<file path="config.mk">
export PLATFORM = sky130hd
export DESIGN_NAME = piso_shifter
export DESIGN_NICKNAME = d
export VERILOG_FILES = /design/src/rtl/piso_pkg.sv /design/src/rtl/piso_sync.sv /design/src/rtl/piso_ctrl.sv /design/src/rtl/piso_datapath.sv /design/src/rtl/piso_shifter.sv
export SDC_FILE = /design/constraint.sdc
export NUM_CORES = 1
export LEC_CHECK = 0
export ABC_AREA = 1
export BUFFER_PORTS_ARGS = -buffer_cell sky130_fd_sc_hd__buf_4
export CORE_MARGIN = 2
export CORE_UTILIZATION = 35
export DETAILED_ROUTE_END_ITERATION = 7
export GPL_ROUTABILITY_DRIVEN = 0
export SETUP_SLACK_MARGIN = 0.02
export SYNTH_ARGS = -nofsm -noshare
export SYNTH_HDL_FRONTEND = slang
export SYNTH_SLANG_ARGS = --single-unit
</file>
<file path="constraint.sdc">
create_clock -name clk -period 1.2 [get_ports clk]
set_input_delay 0.3 -clock clk [delete_from_list [all_inputs] [get_ports clk]]
set_output_delay 0.3 -clock clk [all_outputs]
set_load 0.01 [all_outputs]
</file>
<file path="src/rtl/piso_pkg.sv">
package piso_pkg;
  // Strobes from the control unit to the datapath
  typedef struct packed {
    logic load;    // copy parallel word into the stages
    logic shift;   // advance one stage toward the output
    logic serBit;  // synchronized serial bit for stage 0
  } strobe_t;
endpackage

</file>
<file path="src/rtl/piso_sync.sv">
module piso_sync #(
  parameter int WIDTH = 1,
  parameter int STAGES = 2,
  parameter logic [WIDTH-1:0] RST_VAL = '0
) (
  input  logic             clk,
  input  logic             rst,
  input  logic [WIDTH-1:0] asyncIn,
  output logic [WIDTH-1:0] syncOut
);
  localparam int Depth = (STAGES < 2) ? 2 : STAGES;

  logic [Depth-1:0][WIDTH-1:0] chain;

  always_ff @(posedge clk) begin
    if (rst) begin
      for (int s = 0; s < Depth; s++) chain[s] <= RST_VAL;
    end else begin
      chain[0] <= asyncIn;
      for (int s = 1; s < Depth; s++) chain[s] <= chain[s-1];
    end
  end

  assign syncOut = chain[Depth-1];
endmodule

</file>
<file path="src/rtl/piso_ctrl.sv">
module piso_ctrl
  import piso_pkg::*;
#(
  parameter int SYNC_STAGES = 2
) (
  input  logic    clk,
  input  logic    rst,
  input  logic    shLdN,
  input  logic    extClk,
  input  logic    clkInhibit,
  input  logic    serIn,
  output strobe_t strobe
);
  localparam int PinCount = 4;
  // bit order: {serIn, shLdN, clkInhibit, extClk}; shLdN idles high
  localparam logic [PinCount-1:0] PinRst = 4'b0100;

  logic [PinCount-1:0] pinRaw, pinSync;
  logic gatedNow, gatedPrev;

  assign pinRaw = {serIn, shLdN, clkInhibit, extClk};

  piso_sync #(
    .WIDTH(PinCount),
    .STAGES(SYNC_STAGES),
    .RST_VAL(PinRst)
  ) sync_i (
    .clk(clk),
    .rst(rst),
    .asyncIn(pinRaw),
    .syncOut(pinSync)
  );

  assign gatedNow = pinSync[0] | pinSync[1];

  // edge memory is updated during load too, so no edge is held over
  always_ff @(posedge clk) begin
    if (rst) gatedPrev <= 1'b0;
    else     gatedPrev <= gatedNow;
  end

  always_comb begin
    strobe.load   = ~pinSync[2];
    strobe.shift  = pinSync[2] & gatedNow & ~gatedPrev;
    strobe.serBit = pinSync[3];
  end
endmodule

</file>
<file path="src/rtl/piso_datapath.sv">
module piso_datapath
  import piso_pkg::*;
#(
  parameter int WIDTH = 8
) (
  input  logic             clk,
  input  logic             rst,
  input  strobe_t          strobe,
  input  logic [WIDTH-1:0] parIn,
  output logic [WIDTH-1:0] stageQ
);
  always_ff @(posedge clk) begin
    if (rst)               stageQ <= '0;
    else if (strobe.load)  stageQ <= parIn;
    else if (strobe.shift) stageQ <= {stageQ[WIDTH-2:0], strobe.serBit};
  end
endmodule

</file>
<file path="src/rtl/piso_shifter.sv">
module piso_shifter
  import piso_pkg::*;
#(
  parameter int WIDTH = 8,
  parameter int SYNC_STAGES = 2
) (
  input  logic             clk,
  input  logic             rst,
  input  logic             shLdN,
  input  logic             extClk,
  input  logic             clkInhibit,
  input  logic             serIn,
  input  logic [WIDTH-1:0] parIn,
  output logic             serOut,
  output logic             serOutN
);
  strobe_t          strobe;
  logic [WIDTH-1:0] stageQ;

  piso_ctrl #(.SYNC_STAGES(SYNC_STAGES)) ctrl_i (
    .clk(clk),
    .rst(rst),
    .shLdN(shLdN),
    .extClk(extClk),
    .clkInhibit(clkInhibit),
    .serIn(serIn),
    .strobe(strobe)
  );

  piso_datapath #(.WIDTH(WIDTH)) dp_i (
    .clk(clk),
    .rst(rst),
    .strobe(strobe),
    .parIn(parIn),
    .stageQ(stageQ)
  );

  assign serOut  = stageQ[WIDTH-1];
  assign serOutN = ~stageQ[WIDTH-1];
endmodule

</file>
==> After elaboration in Yosys (flattened, before gate mapping) <==
Index checks and enable logic that the tools add are counted.
{ "op_classes": {"n_eq_ne": 1, "n_mux": 2, "bitwise_logic": 5} }
{ "ops": {"columns": ["operator", "count"], "rows": [
  ["8-bit 2-to-1 mux", 2],
  ["1-bit AND", 2],
  ["2-bit by 1-bit inequality test with 1-bit output, second input constant", 1],
  ["1-bit NOT", 2],
  ["1-bit OR", 1]
]} }
{ "word_totals": {"regBits": 17, "out_inout_bits": 2, "wordCells": 12} }

==> Depth between registers and ports, before layout <==
{ "logic_depth": {"word_depth": 5, "mapped_depth": 7, "depth_no_buf": 6} }

==> By module <==
From an unflattened synthesis, not the netlist that was laid out.
{ "unflattened": {"cells_unflattened": 100, "area_unflattened_um2": 714.4} }
{ "modules_own_cells": {"columns": ["module", "instances", "cells_per_inst", "area_each_um2", "seq_area_each_um2"], "rows": [
  ["piso_datapath", 1, 63, 411.6, 160.2],
  ["piso_sync", 1, 29, 254.0, 160.2],
  ["piso_ctrl", 1, 7, 45.0, 20.0],
  ["piso_shifter", 1, 1, 3.8, 0.0]
]} }

==> Worst setup path after synthesis <==
No wires, ideal clock.
{ "synth_timing": {"path_type": "register to register", "start": "register ctrl_i.sync_i.chain, in the netlist ctrl_i.sync_i.syncOut[1]", "end": "register dp_i.stageQ[0]", "setup_ps": 113, "t_arrival_ps": 820, "required_ps": 1087, "path_slack_ps": 267, "path_stages_with_launch": 6, "path_buffers": 1, "path_cell_list": "dfxtp_1 > o21ai_2 > nand2_2 > buf_6 > nor2_1 > nor2_1"} }
{ "synth_between": {"elab_chain_len": 4} }
{ "synth_lines": {"columns": ["item", "line_no", "source"], "rows": [
  ["start: declaration", "piso_sync.sv:13", "logic [Depth-1:0][WIDTH-1:0] chain;"],
  ["1-bit OR", "piso_ctrl.sv:34", "assign gatedNow = pinSync[0] | pinSync[1];"],
  ["1-bit AND (2 in a row)", "piso_ctrl.sv:44", "strobe.shift = pinSync[2] & gatedNow & ~gatedPrev;"],
  ["2-bit by 1-bit inequality test with 1-bit output (no source line)", null, null],
  ["end signal: assignment", "piso_datapath.sv:14", "else if (strobe.load) stageQ <= parIn;"],
  ["end signal: assignment", "piso_datapath.sv:15", "else if (strobe.shift) stageQ <= {stageQ[WIDTH-2:0], strobe.serBit};"],
  ["end: declaration", "piso_datapath.sv:10", "output logic [WIDTH-1:0] stageQ"]
]} }
Every way passes these cells.
A chain may end at the register's enable or synchronous reset.

==> Worst setup path in the final report <==
{ "layout_timing": {"start": "register dp_i.stageQ[7]", "end": "output port serOutN"} }
{ "layout_between": {"elab_chain_len": 1} }
{ "layout_lines": {"columns": ["item", "line_no", "source"], "rows": [
  ["1-bit NOT", "piso_shifter.sv:39", "assign serOutN = ~stageQ[WIDTH-1];"],
  ["end: declaration", "piso_shifter.sv:15", "output logic serOutN"]
]} }
Every way passes these cells.

==> impl_metrics.toml <==
[synth]
synth_seq_area_share = 0.476
async_flop_share = 0
synth.most_common_cell = "nand2_1"
ys_types = 15
synth_largest_area_cell = "dfxtp_1"
synth_area_per_cell_um2 = 7.38
synth_edf_count = 0
synth.area.top_cells = "dfxtp_1, nand2_1, nor2_1"
synth_commonest_cells = "nand2_1, nor2_1, dfxtp_1"
synth_top_area_frac = 0.476
synth_seq_cells = 17
synth_ff_type = "dfxtp_1"
ys.warnings.count = 0
synthesis.nets = 111
synth_area_um2 = 716
netlist_instances = 97

[sta]
worstMarginPinSlew_ns = 0.234
max_freq_mhz = 907
setup-tns-final_ns = 0
skew_ns = 0.00127
hold_viol = 0
fin_crit_ns = 1.10
slew_headroom = 0.843
fin_crit_sh = 0.918
rsz0062_at_grt = "false"
drv_slew = 0
setup_viol = 0

[pwr]
finalPower_uw = 1090
leakage_uw = 0.000428
powerDensity_nw_per_um2 = 1270
irDropWorstVdd_uv = 911

[global_routing]
grt_pass1_vias = 551
grt_pass1_wl_um = 2090
antenna_found_initial = 0
grt-ovfl-total = 0
grt_max_degree = 15
grt_usage = 0.114

[clock_network]
cts-root-buf = "clkbuf_4"
htree_levels = 1
clock_sinks = 17
cts_setup_buffers = 0
cts_tree = "done"
cts_buffers = 3
cts.path.max_buffers = 2
clk-insertion-delay-late_ns = 0.29
clkTransAtPathRegs_ns = 0.09

[routing]
drt-total-wl_um = 1100
vias = 581
wl_per_cell_um = 7.88
drcViolationCount = 0
drt-met1-wl_um = 449
dr.pass1.iters = 4
ant_nets = 0
dr_wl_met3_um = 97
met2RoutedLength_um = 544
maxUsedRoutingLayer = "met4"
vias_per_cell = 4.15
drtIter0Drc = 3

[floorplanning]
start_util = 0.369
dieArea_um2 = 2420
num_io_pins = 16
core_area_um2 = 1940
die_y_um = 49.2
rows = 16
die_w_um = 49.2

[cells_and_area]
ff_latch_area_um2 = 343
fillCellCount = 216
syn2layout_area_growth_pct = 20.3
drive_above_1_share = 0.257
multi_input_area_um2 = 268
nNetsFinal = 128
diodes = 0
final_cells = 140

[worst_hold_path]
worstHoldEndpoint = "ctrl_i.sync_i.chain[2]"
hp-class = "in -> reg"
hp-start = "shLdN"
hold_path_depth = 2

[worst_setup_path]
regToRegSetupSlack_ns = 0.20
crit_path_max_incr_delay_ns = 0.34
slowest_stage = "dfxtp_2"
cp.arrival_ns = 0.80
r2r_end = "dp_i.stageQ[6]"
critical_path_required_ns = 0.90
worstPathMaxFanout = 2
rr_startpoint = "ctrl_i.sync_i.syncOut[2]"
crit_chain = "inv_1, buf_4"
start_kind = "flip-flop"
critPathLaunch = "dp_i.stageQ[7]"
worstSetupEndpointType = "primary output"
ff2ff_path_depth = 6
worstSetupPathType = "reg -> out"

[flow_run]
drv_cap = 0

[placed_design]
hpwl_um = 824
place_inst = 136
io_buffers = 15

[run_status]
status = "complete, no violations"
## logic make-up (layout without fill, tap and decap cells)
kind of cell | count (synthesis) | count (layout) | share of synthesized area
AOI/OAI and AO/OA | 11 | 11 | 0.110
buffers and inverters | 21 | 37 | 0.150
and+or+nand+nor | 48 | 48 | 0.264
DFF | 17 | 17 | 0.476
## metal layers
metal  vias to the layer above  GRT usage
li1                        314          -
met1                       247      0.110
met2                        18      0.200
met3                         2     0.0552
met4                         0     0.0571
met5                         -          0
## area by class of cell
class | instances | share of cell area
clock buffers | 3 | 0.0262
repair buffers | 16 | 0.140
flip-flops and latches | 17 | 0.398
clock inverters | 1 | 0.00581
inverters | 17 | 0.0799
well taps | 27 | 0.0392
multi-input cells | 59 | 0.311
## how the worst max path moves through the flow
stage | endpoint | slack [ns] | depth (start not counted)
final | serOutN | 0.1 | 2
after global routing | serOutN | 0.04 | 2
after CTS | serOutN | 0.07 | 2
after detailed placement | dp_i.stageQ[3] | 0.13 | 6
after global placement | dp_i.stageQ[6] | 0.16 | 6
after floorplan | dp_i.stageQ[0] | 0.27 | 5
## critical path, delay by kind of cell, from the launching register on
family | cells | cell delay [ns]
buf+inv | 2 | 0.18
flops | 1 | 0.34
## power breakdown
part	internal [µW]	switching [µW]	leakage, µW	total (µW)
Combinational	88.7	84.7	0.000270	173
Sequential	604	18.9	0.000140	623
Clock	124	172	0.0000177	296
Total	817	276	0.000428	1090
## registers in the layout, summed over array words and instances (netlist names)
name	flops
ctrl_i.sync_i.chain	4
dp_i.stageQ	8
ctrl_i.sync_i.syncOut	4
ctrl_i.gatedPrev	1
## through the flow
stage | cell area, µm² | util | hold WS (ns) | setup slack [ns]
after floorplan | 716 | - | 0.383 | 0.267
after global placement | 831 | 0.428 | 0.392 | 0.162
after detailed placement | 831 | 0.428 | 0.398 | 0.127
after CTS | 858 | 0.442 | 0.176 | 0.0671
after global routing | 861 | 0.443 | 0.167 | 0.0444
final | 861 | 0.443 | 0.184 | 0.0979
## layout by cell type (no fill, tap or decap)
cell type and count:
inv_6 1, buf_4 16, nand2_1 23, inv_2 4, o21a_1 8, clkinv_2 1
or2_1 2, nand3_1 1, a21oi_1 1, dfxtp_1 15, clkbuf_4 3, inv_1 12
o21ai_1 1, nor2_1 21, nand2_2 1, o21ai_2 1, dfxtp_2 2
## what timing repair did
| action | in CTS | in global routing |
|---|---|---|
| setup endpoints to repair | 0 | 6 |
| gates resized for setup | 0 | 2 |
| hold endpoints to repair | 0 | 0 |
| hold buffers | 0 | 0 |
Power figures use the tool's default switching activity.
